==> src/rtl/bscan_pkg.sv <==
package bscan_pkg;
  typedef enum logic [2:0] {
    BS_FUNC   = 3'd0,
    BS_EXTEST = 3'd1,
    BS_SAMPLE = 3'd2,
    BS_HIGHZ  = 3'd3,
    BS_INTEST = 3'd4
  } bs_mode_e;
endpackage

==> src/rtl/bscan_cell_pair.sv <==
// One pin's slice: a data cell followed by its direction cell, plus two update latches.
module bscan_cell_pair (
  input  logic clk,
  input  logic rst_n,
  input  logic capture_en,
  input  logic shift_en,
  input  logic update_en,
  input  logic ser_in,
  input  logic cap_val,
  output logic ser_out,
  output logic cell_ctrl,
  output logic lat_data,
  output logic lat_ctrl
);
  logic data_q;
  logic ctrl_q;

  always_ff @(posedge clk or negedge rst_n) begin
    if (!rst_n) begin
      data_q   <= 1'b0;
      ctrl_q   <= 1'b0;
      lat_data <= 1'b0;
      lat_ctrl <= 1'b0;
    end else begin
      if (capture_en) begin
        data_q <= cap_val;
        ctrl_q <= lat_ctrl;
      end else if (shift_en) begin
        data_q <= ser_in;
        ctrl_q <= data_q;
      end
      if (update_en) begin
        lat_data <= data_q;
        lat_ctrl <= ctrl_q;
      end
    end
  end

  assign ser_out   = ctrl_q;
  assign cell_ctrl = ctrl_q;
endmodule

==> src/rtl/bscan_pin_mux.sv <==
// Selects pad and core-side values according to the test mode.
module bscan_pin_mux #(
  parameter int WIDTH = 8
) (
  input  logic [2:0]       mode,
  input  logic [WIDTH-1:0] lat_data,
  input  logic [WIDTH-1:0] lat_ctrl,
  input  logic [WIDTH-1:0] core_out,
  input  logic [WIDTH-1:0] core_oe,
  input  logic [WIDTH-1:0] pin_in,
  output logic [WIDTH-1:0] pin_out,
  output logic [WIDTH-1:0] pin_oe,
  output logic [WIDTH-1:0] core_in,
  output logic [WIDTH-1:0] cap_val
);
  import bscan_pkg::*;

  always_comb begin
    pin_out = core_out;
    pin_oe  = core_oe;
    core_in = pin_in;
    cap_val = pin_in;
    case (mode)
      BS_EXTEST: begin
        pin_out = lat_data;
        pin_oe  = lat_ctrl;
      end
      BS_HIGHZ: begin
        pin_out = '0;
        pin_oe  = '0;
      end
      BS_INTEST: begin
        pin_out = '0;
        pin_oe  = '0;
        core_in = lat_data;
        cap_val = core_out;
      end
      default: ;
    endcase
  end
endmodule

==> src/rtl/bscan_pair_chain.sv <==
module bscan_pair_chain #(
  parameter int NUM_PINS = 101
) (
  input  logic                clk,
  input  logic                rst_n,
  input  logic [2:0]          mode,
  input  logic                capture_en,
  input  logic                shift_en,
  input  logic                update_en,
  input  logic                scan_in,
  output logic                scan_out,
  input  logic [NUM_PINS-1:0] core_out,
  input  logic [NUM_PINS-1:0] core_oe,
  output logic [NUM_PINS-1:0] core_in,
  input  logic [NUM_PINS-1:0] pin_in,
  output logic [NUM_PINS-1:0] pin_out,
  output logic [NUM_PINS-1:0] pin_oe
);
  localparam int CHAIN_LEN = 2 * NUM_PINS;

  logic [NUM_PINS:0]   link;
  logic [NUM_PINS-1:0] lat_data_v;
  logic [NUM_PINS-1:0] lat_ctrl_v;
  logic [NUM_PINS-1:0] cell_ctrl_v;
  logic [NUM_PINS-1:0] cap_val_v;

  assign link[0] = scan_in;

  for (genvar p = 0; p < NUM_PINS; p++) begin : g_slice
    bscan_cell_pair u_pair (
      .clk        (clk),
      .rst_n      (rst_n),
      .capture_en (capture_en),
      .shift_en   (shift_en),
      .update_en  (update_en),
      .ser_in     (link[p]),
      .cap_val    (cap_val_v[p]),
      .ser_out    (link[p+1]),
      .cell_ctrl  (cell_ctrl_v[p]),
      .lat_data   (lat_data_v[p]),
      .lat_ctrl   (lat_ctrl_v[p])
    );
  end

  assign scan_out = link[NUM_PINS];

  bscan_pin_mux #(.WIDTH(NUM_PINS)) u_mux (
    .mode     (mode),
    .lat_data (lat_data_v),
    .lat_ctrl (lat_ctrl_v),
    .core_out (core_out),
    .core_oe  (core_oe),
    .pin_in   (pin_in),
    .pin_out  (pin_out),
    .pin_oe   (pin_oe),
    .core_in  (core_in),
    .cap_val  (cap_val_v)
  );

  logic unused_len;
  assign unused_len = (CHAIN_LEN == 0);
endmodule

==> config.mk <==
export PLATFORM = sky130hd
export DESIGN_NAME = bscan_pair_chain
export DESIGN_NICKNAME = d
export VERILOG_FILES = /design/src/rtl/bscan_pkg.sv /design/src/rtl/bscan_cell_pair.sv /design/src/rtl/bscan_pin_mux.sv /design/src/rtl/bscan_pair_chain.sv
export SDC_FILE = /design/constraint.sdc
export NUM_CORES = 1
export LEC_CHECK = 0
export CORE_MARGIN = 2
export CORE_UTILIZATION = 30
export CTS_BUF_LIST = sky130_fd_sc_hd__clkbuf_8
export DETAILED_ROUTE_END_ITERATION = 6
export DONT_BUFFER_PORTS = 1
export PLACE_DENSITY = 0.47
export SYNTH_ARGS = -nofsm -noshare
export SYNTH_HDL_FRONTEND = slang
export SYNTH_HIERARCHICAL = 1
export SYNTH_SLANG_ARGS = --single-unit
==> constraint.sdc <==
create_clock -name clk -period 2.9 [get_ports clk]
set_input_delay 0.87 -clock clk [delete_from_list [all_inputs] [get_ports clk]]
set_output_delay 0.87 -clock clk [all_outputs]
set_load 0.05 [all_outputs]
* Yosys cells after proc, flatten, opt, wreduce, memory -nomap -nowiden
Cells that the tools add are included.
** Operators by class
- Mux-type cells :: 408
- Equality and inequality tests :: 3
- Reductions and logical operators :: 2
** Operators with widths (count)
- $mux W1 :: 404
- $pmux W101 S2 :: 2
- $mux W101 :: 2
- $eq A3 B1 Y1 const B :: 1
- $eq A3 B2 Y1 const B :: 1
- $eq A3 B3 Y1 const B :: 1
- $reduce_bool A2 Y1 :: 1
- $reduce_or A2 Y1 :: 1
** Word-level totals
- Register bits after elaboration :: 404
- Word-level logic and storage cells :: 817
- Output and inout bits :: 304
- Input bits :: 312

* Longest topological paths before layout
Gate-level depths: netlist (run 1).
- Word-level depth :: 3
- Depth in mapped cells :: 8
- Gate-level depth less buffers :: 5

* By module
The synthesis (run 1) kept the hierarchy.
** By module, submodules not included
- bscan_cell_pair :: cells each 13, instances 101, area an instance 167.7 sq um, seq. area each 100.1 sq um
- bscan_pin_mux :: cells each 1462, instances 1, area an instance 7053.0 sq um, seq. area each 0.0 sq um

* Least setup slack after synthesis (run 1)
Ideal clock, no wire load.
- Kind :: input -> output
- Start :: input port mode[2]
- End :: output port pin_oe[0]
- Path buffers :: 3
- Required time :: 2.030 ns
- Path slack :: -0.324 ns
- Cell stages on the path :: 6
- Data arrival time :: 2.354 ns
- Path through :: buf_2 -> nor2_1 -> buf_2 -> buf_2 -> nand2_1 -> a21oi_1
** Between the ends
- Longest elaborated chain between the ends :: 3
- Elaborated cells between the ends (all ways) :: 5
- Classes of those cells :: eq/ne (3); mux (1); reduce/logical (1)
** RTL lines
- start, declared :: line bscan_pair_chain.sv:6 : input logic [2:0] mode,
- $eq A3 B2 Y1 or $eq A3 B3 Y1 (tied branches) :: line bscan_pin_mux.sv:23 : case (mode)
- $reduce_or A2 Y1 (no source line)
- $pmux W101 S2 (*) :: line bscan_pin_mux.sv:23
- end, declared :: line bscan_pair_chain.sv:17 : output logic [NUM_PINS-1:0] pin_oe
Every way passes the cells marked *; elsewhere a longest branch is shown, timed or not.

* Worst setup path in the final report (run 1)
- Start :: input port mode[0]
- End :: output port pin_out[42]
** Between the ends
- Longest elaborated chain between the ends :: 3
- Elaborated cells between the ends (all ways) :: 5
- Classes of those cells :: eq/ne (3); mux (1); reduce/logical (1)
** RTL lines
- $eq A3 B2 Y1 or $eq A3 B3 Y1 (tied branches) :: line bscan_pin_mux.sv:23
- $reduce_or A2 Y1 (no source line)
- $pmux W101 S2 (*) :: line bscan_pin_mux.sv:23
- end, declared :: line bscan_pair_chain.sv:16 : output logic [NUM_PINS-1:0] pin_out,
Marks and branches as above.

==> results of run 1 <==
layer usage:
layer	vias to the layer above	wire length, um	part of all wire [%]	global-route usage [%]
li1	9648	-	-	-
met4	0	1620	2.0	4.54
met2	576	40100	48	32.8
met5	-	0	0	0
met1	10200	36100	43	25.4
met3	102	5280	6.3	4.93
final timing paths:
check | from | endpoint | slack (ns) | depth (start not counted)
worst max register to register | g_slice[100].u_pair/cell_ctrl | g_slice[100].u_pair/lat_ctrl | 1.81 | 1
worst min register to register | g_slice[71].u_pair/lat_ctrl | g_slice[71].u_pair/cell_ctrl | 0.50 | 2
min in group clk | capture_en | g_slice[66].u_pair/cell_ctrl | 0.35 | 1
max in group asynchronous | rst_n | g_slice[1].u_pair/cell_ctrl | 2.16 | 0
worst max-delay path | mode[0] | pin_out[42] | -0.77 | 3
worst min-delay path | rst_n | g_slice[40].u_pair/data_q | -0.07 | 0
final cells by class:
cell class	instances	area (sq um)	area share (%)
Clock buffer	90	1240	3.75
Timing Repair Buffer	269	5000	15.1
Clock inverter	40	258	0.780
Sequential cell	404	10100	30.6
Antenna cell	1	2.50	0.00757
Tap cell	1050	1310	3.97
Multi-Input combinational cell	2125	15100	45.8
stage by stage:
step           total power, mW  cells
2_1_floorplan             11.8   2775
3_3_place_gp              13.5   3844
3_5_place_dp              13.6   3844
4_1_cts                   19.2   3974
5_1_grt                   20.0   3979
6_report                  19.0   3979
placed cells by master, fill, tap and decap left out, types with 2 or more instances in the layout:
cell,instances
mux2_2,202
buf_6,3
nand2_4,33
inv_1,27
a21oi_4,199
mux2i_1,202
inv_8,3
a21oi_1,202
clkbuf_16,2
clkbuf_8,90
a21oi_2,3
buf_4,30
bufinv_16,2
o21ai_1,202
clkinvlp_4,3
nand2_2,132
dfrtp_1,404
nand2_1,744
clkinv_2,3
buf_12,232
a21boi_0,202
power breakdown:
part	switching (mW)	internal, mW	total (mW)	leakage [nW]
Sequential	1.04	6.71	7.75	5.11
Clock	2.50	3.01	5.50	0.861
Combinational	3.13	2.64	5.77	8.10
flip-flops by register name, indices dropped and copies added, names as in the netlist:
signal,count
g_slice.u_pair/lat_data,101
g_slice.u_pair/data_q,101
g_slice.u_pair/lat_ctrl,101
g_slice.u_pair/cell_ctrl,101
timing repair:
action                                 CTS  global route
gates cloned                             0             2
setup buffers                            0             2
pin swaps                                0             2
resized for setup                        4            60
setup endpoints to repair                4           224
endpoints found under the hold margin  404           380
critical path, delay by kind of cell:
kind                   cells  cell delay (ns)
AOI/OAI and AO/OA          2             0.86
buffers and inverters      1             0.17
logic make-up after synthesis:
logic type	synth area share, %
AO/OA/AOI/OAI	19.0
buffers and inverters	6.10
AND/OR/NAND/NOR	14.9
multiplexers	17.9
flip-flops	42.1
==> metrics.cfg, run 1 <==
[run_status]
status=finished, violations left
violations=hold timing, slew limit, setup timing

[drt]
drtAntennaViolNets=0
via_per_inst=5.17
first_pass_iters=5
routed-via-count=20600
totalWireLength_um=83200
drtIter0Drc=1165
avgRoutedWirePerCell_um=20.9
drcViolationCount=0

[global_route]
grt_pass1_wl_um=128000
grt_pass1_vias=21300
grt_overflow_total=0
antenna_found_initial=1
grt_max_degree=407
grt_use_total_pct=19.6

[floorplanning]
core-area_sq_mm=0.0791
fp.dieW_um=287
rows=103
io_pins=616
die_h_um=287
start_util_pct=30.3
die_area_sq_mm=0.0822

[sta]
fin_ws_ns=-0.767
drv_slew=188
hold_viol=30
max-slew-margin-rel_pct=-28.4
worst_pin_slew_ns=1.93
fmax_mhz=273
finalCritPeriodShare_pct=126
fin_hold_ws_ns=-0.0704
finalSetupViolCount=299
timing.final.crit_period_ns=3.67
tns_ns=-90.40
rsz0062_at_grt=true
skew_ns=0.0399

[place]
port_buffers=0
place_congestion=0.874
pre_cts_slack_ns=-0.0370
post-dp-hpwl_um=56200
placed_area_sq_mm=0.0312

[run]
cap_violations=0

[synth]
syn-mean-instance-area_sq_um=8.64
synth_ff_type=dfrtp_1
synthDistinctLibCells=17
syn_area_sq_mm=0.0240
synth_area_leaders=dfrtp_1 42%, nand2_1 13%, mux2_2 9.5%
yosysWarnings=6
ys_seq_area_share_pct=42.1
synthArstFlopShare_pct=100
synth_common_cells=859 x nand2_1, 404 x a21oi_1, 404 x dfrtp_1
synth_seq_cells=404
synthDominantCellAreaShare_pct=42.1
syn_nets=3087
synth_edf_count=0
synth_top_area_cell=dfrtp_1
synthCells=2775
synth_most_common_cell=nand2_1

[cells_and_area]
nFillCells=7701
layout-drive-gt1-share_pct=32.3
nets=3186
final_util_pct=41.8
syn_to_final_growth_pct=37.8
fin_area_sq_mm=0.0331

[setup_path]
worstSetupEndpointType=output pin
arrival_ns=2.80
slowest_delay_ns=0.80
critical_path_class=input port to output pin
cp_slowest_cell=a21oi_1
path_cells=a21oi_1, a21oi_4, buf_12
start_kind=input port
required_ns=2.03
crit_fanout=406

[pwr]
p_leak_nw=14.1
powerDensity_mw_per_mm2=575
ir_worst_vdd_v=0.000331

[clock_network]
cts-root-buf=clkbuf_8
cts_tree=yes
h-tree-depth=3
clk_pin_slew_ns=0.06
clock-sinks=404
clk_latency_ns=0.65
cts_made_buffers=74
clockBufferDepth=3

[worst_hold_path]
min_path_type=input port to async pin

(Power assumes the default switching activity.)
==> inputs of run 2 (changes only) <==
--- a/config.mk
+++ b/config.mk
@@ -10,6 +10,7 @@
 export CTS_BUF_LIST = sky130_fd_sc_hd__clkbuf_8
 export DETAILED_ROUTE_END_ITERATION = 6
 export DONT_BUFFER_PORTS = 1
+export MAX_ROUTING_LAYER = met4
 export PLACE_DENSITY = 0.47
 export SYNTH_ARGS = -nofsm -noshare
 export SYNTH_HDL_FRONTEND = slang
==> metrics.cfg, run 2 (synthesized netlist as in run 1, its figures left out) <==
[pwr]
powerDensity_mw_per_mm2=576  ; was 575 mW/mm^2
p_leak_nw=14.1  ; about the same
ir_worst_vdd_v=0.000257  ; was 0.000331 V

[cells_and_area]
layout.cells.non_filler=3987  ; was 3,979
final_util_pct=41.6  ; was 41.8%
layout_commonest_cell=nand2_1  ; unchanged
layout-drive-gt1-share_pct=31.9  ; was 32.3%
final_cell_mix=761 x nand2_1, 404 x dfrtp_1, 228 x buf_12  ; was 744 x nand2_1, 404 x dfrtp_1, 232 x buf_12
syn_to_final_growth_pct=37.3  ; was 37.8%
nets=3192  ; was 3,186

[drt]
via_per_inst=5.17  ; about the same
drtAntennaViolNets=0  ; unchanged
avgRoutedWirePerCell_um=21.2  ; was 20.9 um
drtIter0Drc=1217  ; was 1,165
drcViolationCount=0  ; unchanged
first_pass_iters=5  ; unchanged
routed-via-count=20600  ; about the same
totalWireLength_um=84300  ; was 83,200 um

[place]
post-dp-hpwl_um=56700  ; was 56,200 um
dp.cells=3847  ; was 3,844
place_congestion=0.887  ; was 0.874
port_buffers=0  ; unchanged

[global_route]
grt_use_total_pct=20.3  ; was 19.6%
grt_pass1_vias=21200  ; was 21,300
grt_pass1_wl_um=128000  ; about the same
antenna_found_initial=1  ; unchanged
grt_max_degree=407  ; unchanged
grt_overflow_total=0  ; unchanged

[sta]
finalSetupViolCount=79  ; was 299
fin_ws_ns=-0.164  ; was -0.767 ns
max-slew-margin-rel_pct=41.3  ; was -28.4%
hold_viol=38  ; was 30
worst_pin_slew_ns=0.881  ; was 1.93 ns
skew_ns=0.0311  ; was 0.0399 ns
fmax_mhz=326  ; was 273 MHz
timing.final.crit_period_ns=3.06  ; was 3.67 ns
finalCritPeriodShare_pct=106  ; was 126%
fin_hold_ws_ns=-0.0823  ; was -0.0704 ns
drv_slew=0  ; was 188
rsz0062_at_grt=true  ; unchanged

[floorplanning]
io_pins=616  ; unchanged
die_h_um=287  ; unchanged
fp.dieW_um=287  ; unchanged
die_area_sq_mm=0.0822  ; unchanged
core-area_sq_mm=0.0791  ; unchanged
start_util_pct=30.3  ; unchanged
rows=103  ; unchanged

[clock_network]
h-tree-depth=3  ; unchanged
cts_tree=yes  ; unchanged
clk_pin_slew_ns=0.06  ; about the same
clockBufferDepth=3  ; unchanged
cts_made_buffers=76  ; was 74
clock-sinks=404  ; unchanged
clk_latency_ns=0.64  ; was 0.65 ns
cts-root-buf=clkbuf_8  ; unchanged

[run_status]
violations=hold timing, setup timing  ; was hold timing, slew limit, setup timing
status=finished, violations left  ; unchanged

[setup_path]
slowest_delay_ns=0.65  ; was 0.80 ns
path_cells=a21boi_0, a21oi_4, buf_12  ; was a21oi_1, a21oi_4, buf_12
cp_top_family=compound AO/OA/AOI/OAI gates  ; unchanged
cp_slowest_cell=a21boi_0  ; was a21oi_1
start_kind=input port  ; unchanged
required_ns=2.03  ; about the same
worstReg2RegStart=g_slice[100].u_pair/cell_ctrl  ; unchanged
cp_num_buf_inv=1  ; unchanged
reg2reg_slack_ns=1.81  ; about the same
crit_fanout=206  ; was 406
r2r_end=g_slice[100].u_pair/lat_ctrl  ; unchanged
worstSetupEndpointType=output pin  ; unchanged
critical_path_class=input port to output pin  ; unchanged
r2r.worst_path.cells=1  ; unchanged
arrival_ns=2.19  ; was 2.80 ns

[run]
cap_violations=0  ; unchanged

[worst_hold_path]
min_path_type=input port to async pin  ; unchanged

==> run 2: cell types whose count changed in the layout (fill, tap and decap cells not counted), moves of 2 or more <==
cell      before  now
buf_12       232  228
buf_16         1    4
buf_4         30   36
clkbuf_8      90   94
clkinv_2       3    7
diode_2        1    3
inv_1         27   24
inv_8          3    1
nand2_1      744  761
nand2_2      132  145
nand2_4       33    3
==> run 2: worst max-delay path by stage <==
stage	cells past startpoint	to	start	slack [ns]
3_3_place_gp	5	core_in[0]	mode[0]	-0.004
6_report	3	pin_out[33]	mode[2]	-0.16
5_1_grt	5	core_in[0]	mode[2]	-0.03
4_1_cts	4	core_in[95]	mode[0]	0.009
3_5_place_dp	5	core_in[0]	mode[0]	-0.03
2_1_floorplan	6	pin_oe[0]	mode[2]	-0.07
==> run 2: through the flow <==
stage / power, mW / TNS, ns / worst slack, ns / area [sq um]
6_report: 19.0 / -5.48 / -0.164 / 32900
5_1_grt: 20.0 / -0.124 / -0.0270 / 32900
4_1_cts: 19.2 / 0 / 0.00942 / 32800
3_5_place_dp: 13.6 / -0.0345 / -0.0345 / 31300
3_3_place_gp: 13.5 / -0.00441 / -0.00441 / 31300
2_1_floorplan: 11.8 / -0.0675 / -0.0675 / 26500
==> run 2: power breakdown <==
| group | internal (mW) | switching (mW) |
|---|---|---|
| Combinational | 2.62 | 3.12 |
| Sequential | 6.71 | 1.05 |
| Clock | 3.02 | 2.46 |
| Total | 12.4 | 6.63 |
==> run 2: cell type report <==
cell class | instances | area (sq um)
Fill cell | 7801 | 46200
Multi-Input combinational cell | 2125 | 15000
Sequential cell | 404 | 10100
Timing Repair Buffer | 273 | 5040
Tap cell | 1050 | 1310
Clock buffer | 94 | 1290
Clock inverter | 38 | 223
Antenna cell | 3 | 7.51
==> run 2: timing repair <==
action,4_1_cts,5_1_grt
cloned,0,3
gates resized for setup,2,15
hold endpoints to repair,404,294
buffers inserted,0,2
endpoints found under the setup margin,2,29
==> run 2: metal layers <==
metal	share of wire, %	vias to the layer above	track usage (%)
li1	-	9657	-
met1	44	10200	25.9
met2	48	603	32.4
met3	6.6	105	5.06
met4	1.7	0	4.39
met5	0	-	-
==> inputs of run 3 (changes only) <==
==> constraint.sdc (replaced) <==
create_clock -name clk -period 2.9 [get_ports clk]
set_input_delay 0.58 -clock clk [delete_from_list [all_inputs] [get_ports clk]]
set_output_delay 0.58 -clock clk [all_outputs]
set_load 0.05 [all_outputs]
==> metrics.cfg, run 3 (synthesized netlist as in run 1, its figures left out) <==
[run]
cap_violations=0  ; unchanged

[pwr]
powerDensity_mw_per_mm2=617  ; was 576 mW/mm^2
p_comb_share_pct=25.9  ; was 30.2%
ir_worst_vdd_v=0.000297  ; was 0.000257 V
pwr-share-clk_pct=31.1  ; was 28.9%
internal_power_mw=11.8  ; was 12.4 mW
seqPwrFrac_pct=43.0  ; was 40.9%
p_leak_nw=13.4  ; was 14.1 nW
p_sw_mw=6.11  ; was 6.63 mW
netSwitchingFraction_pct=34.1  ; was 34.9%

[cells_and_area]
multi_input_area_sq_mm=0.0124  ; was 0.0150 sq mm
seqCellArea_sq_mm=0.0101  ; unchanged
final_cell_mix=859 x nand2_1, 404 x dfrtp_1, 403 x a21oi_1  ; was 761 x nand2_1, 404 x dfrtp_1, 228 x buf_12
layout_commonest_cell=nand2_1  ; unchanged
fin_area_sq_mm=0.0290  ; was 0.0329 sq mm
syn_to_final_growth_pct=21.1  ; was 37.3%
nets=3254  ; was 3,192
layout.cells.non_filler=4046  ; was 3,987
nFillCells=8082  ; was 7,801
layout-drive-gt1-share_pct=23.2  ; was 31.9%

[global_route]
antenna_found_initial=4  ; was 1
grt_max_degree=407  ; unchanged
grt_pass1_wl_um=121000  ; was 128,000 um
grt_overflow_total=0  ; unchanged
grt_pass1_vias=20700  ; was 21,200
grt_use_total_pct=19.0  ; was 20.3%

[drt]
drtAntennaViolNets=0  ; unchanged
drtIter0Drc=1266  ; was 1,217
avgRoutedWirePerCell_um=19.5  ; was 21.2 um
via_per_inst=5.10  ; was 5.17
drcViolationCount=0  ; unchanged
first_pass_iters=5  ; unchanged
routed-via-count=20600  ; about the same
totalWireLength_um=78900  ; was 84,300 um

[setup_path]
required_ns=2.32  ; was 2.03 ns
start_kind=input port  ; unchanged
arrival_ns=2.31  ; was 2.19 ns
crit_fanout=406  ; was 206
critical_path_class=input port to output pin  ; unchanged
worstSetupEndpointType=output pin  ; unchanged

[clock_network]
clk_pin_slew_ns=0.06  ; about the same
h-tree-depth=3  ; unchanged
post_cts_buffers=0  ; unchanged
clk_latency_ns=0.64  ; about the same
clockBufferDepth=3  ; unchanged
holdBufCountCts=1
cts-root-buf=clkbuf_8  ; unchanged
cts_made_buffers=74  ; was 76
cts_tree=yes  ; unchanged
clock-sinks=404  ; unchanged

[floorplanning]
core-area_sq_mm=0.0791  ; unchanged
start_util_pct=30.3  ; unchanged
io_pins=616  ; unchanged
rows=103  ; unchanged
die_area_sq_mm=0.0822  ; unchanged
fp.dieW_um=287  ; unchanged
die_h_um=287  ; unchanged

[sta]
rsz0062_at_grt=false  ; was true
finalCritPeriodShare_pct=99.5  ; was 106%
fin_ws_ns=0.0141  ; was -0.164 ns
finalSetupViolCount=0  ; was 79
max-slew-margin-rel_pct=33.6  ; was 41.3%
timing.final.crit_period_ns=2.89  ; was 3.06 ns
fmax_mhz=347  ; was 326 MHz
fin_hold_ws_ns=-0.368  ; was -0.0823 ns
skew_ns=0.0391  ; was 0.0311 ns
hold_viol=404  ; was 38
drv_slew=0  ; unchanged
worst_pin_slew_ns=0.996  ; was 0.881 ns
tns_ns=0  ; was -5.48 ns

[place]
dp.cells=3915  ; was 3,847
placed_area_sq_mm=0.0275  ; was 0.0313 sq mm
pre_cts_slack_ns=0.404  ; was -0.0345 ns
port_buffers=0  ; unchanged
place_congestion=0.968  ; was 0.887
post-dp-hpwl_um=52400  ; was 56,700 um

[run_status]
status=finished, violations left  ; unchanged
violations=hold timing  ; was hold timing, setup timing

[worst_hold_path]
min_path_type=input port to async pin  ; unchanged

run 3: cell type report:
type	count	area share (%)
antenna	3	0.0258
clock inverter	39	1.04
timing repair buffer	337	12.6
clock buffer	88	4.17
sequential	404	34.8
multi-input combinational	2125	42.8
tap	1050	4.52
run 3: what timing repair did:
item / 4_1_cts / 5_1_grt
hold endpoints to repair: 408 / 404
endpoints found under the setup margin: 0 / 0
gates resized for setup: 0 / 0
run 3: metal layers:
| metal | routed length (um) | GRT usage [%] | part of all wire, % | vias to the layer above |
|---|---|---|---|---|
| met1 | 33400 | 23.1 | 42 | 10000 |
| met2 | 38600 | 31.2 | 49 | 653 |
| met4 | 2580 | 6.85 | 3.3 | 0 |
| met5 | 0 | - | 0 | - |
| li1 | - | - | - | 9790 |
| met3 | 4340 | 3.70 | 5.5 | 153 |
run 3: path summary, 6_finish.rpt:
path	from	endpoint	slack [ns]	cells past startpoint
max	mode[0]	core_in[99]	0.01	5
min	rst_n	g_slice[0].u_pair/data_q	-0.37	0
max reg2reg	g_slice[100].u_pair/cell_ctrl	g_slice[100].u_pair/cell_ctrl	1.79	2
min reg2reg	g_slice[48].u_pair/lat_ctrl	g_slice[48].u_pair/cell_ctrl	0.51	2
max in group asynchronous	rst_n	g_slice[48].u_pair/data_q	2.42	0
min in group clk	update_en	g_slice[0].u_pair/lat_data	0.10	1
run 3: power by group through the flow:
stage	sequential (mW)	combinational, mW	clock [mW]
after floorplan	7.36	3.90	0
after detailed placement	7.81	4.65	0
after global routing	7.87	4.96	6.10
after global placement	7.75	4.57	0
after CTS	7.72	4.67	5.84
final	7.70	4.64	5.58
run 3: worst max-delay path, stage by stage:
cell	delay, ns
or3b_4	0.56
buf_12	0.26
nand2_1	0.22
nand2_1	0.11
buf_12	0.16
run 3: stage by stage:
stage | total power [mW] | hold WS [ns] | utilization, %
3_3_place_gp | 12.3 | 0.306 | 34.8
3_5_place_dp | 12.5 | 0.301 | 34.8
6_report | 17.9 | -0.368 | 36.7
4_1_cts | 18.2 | -0.451 | 36.7
2_1_floorplan | 11.3 | 0.284 | -
5_1_grt | 18.9 | -0.453 | 36.7
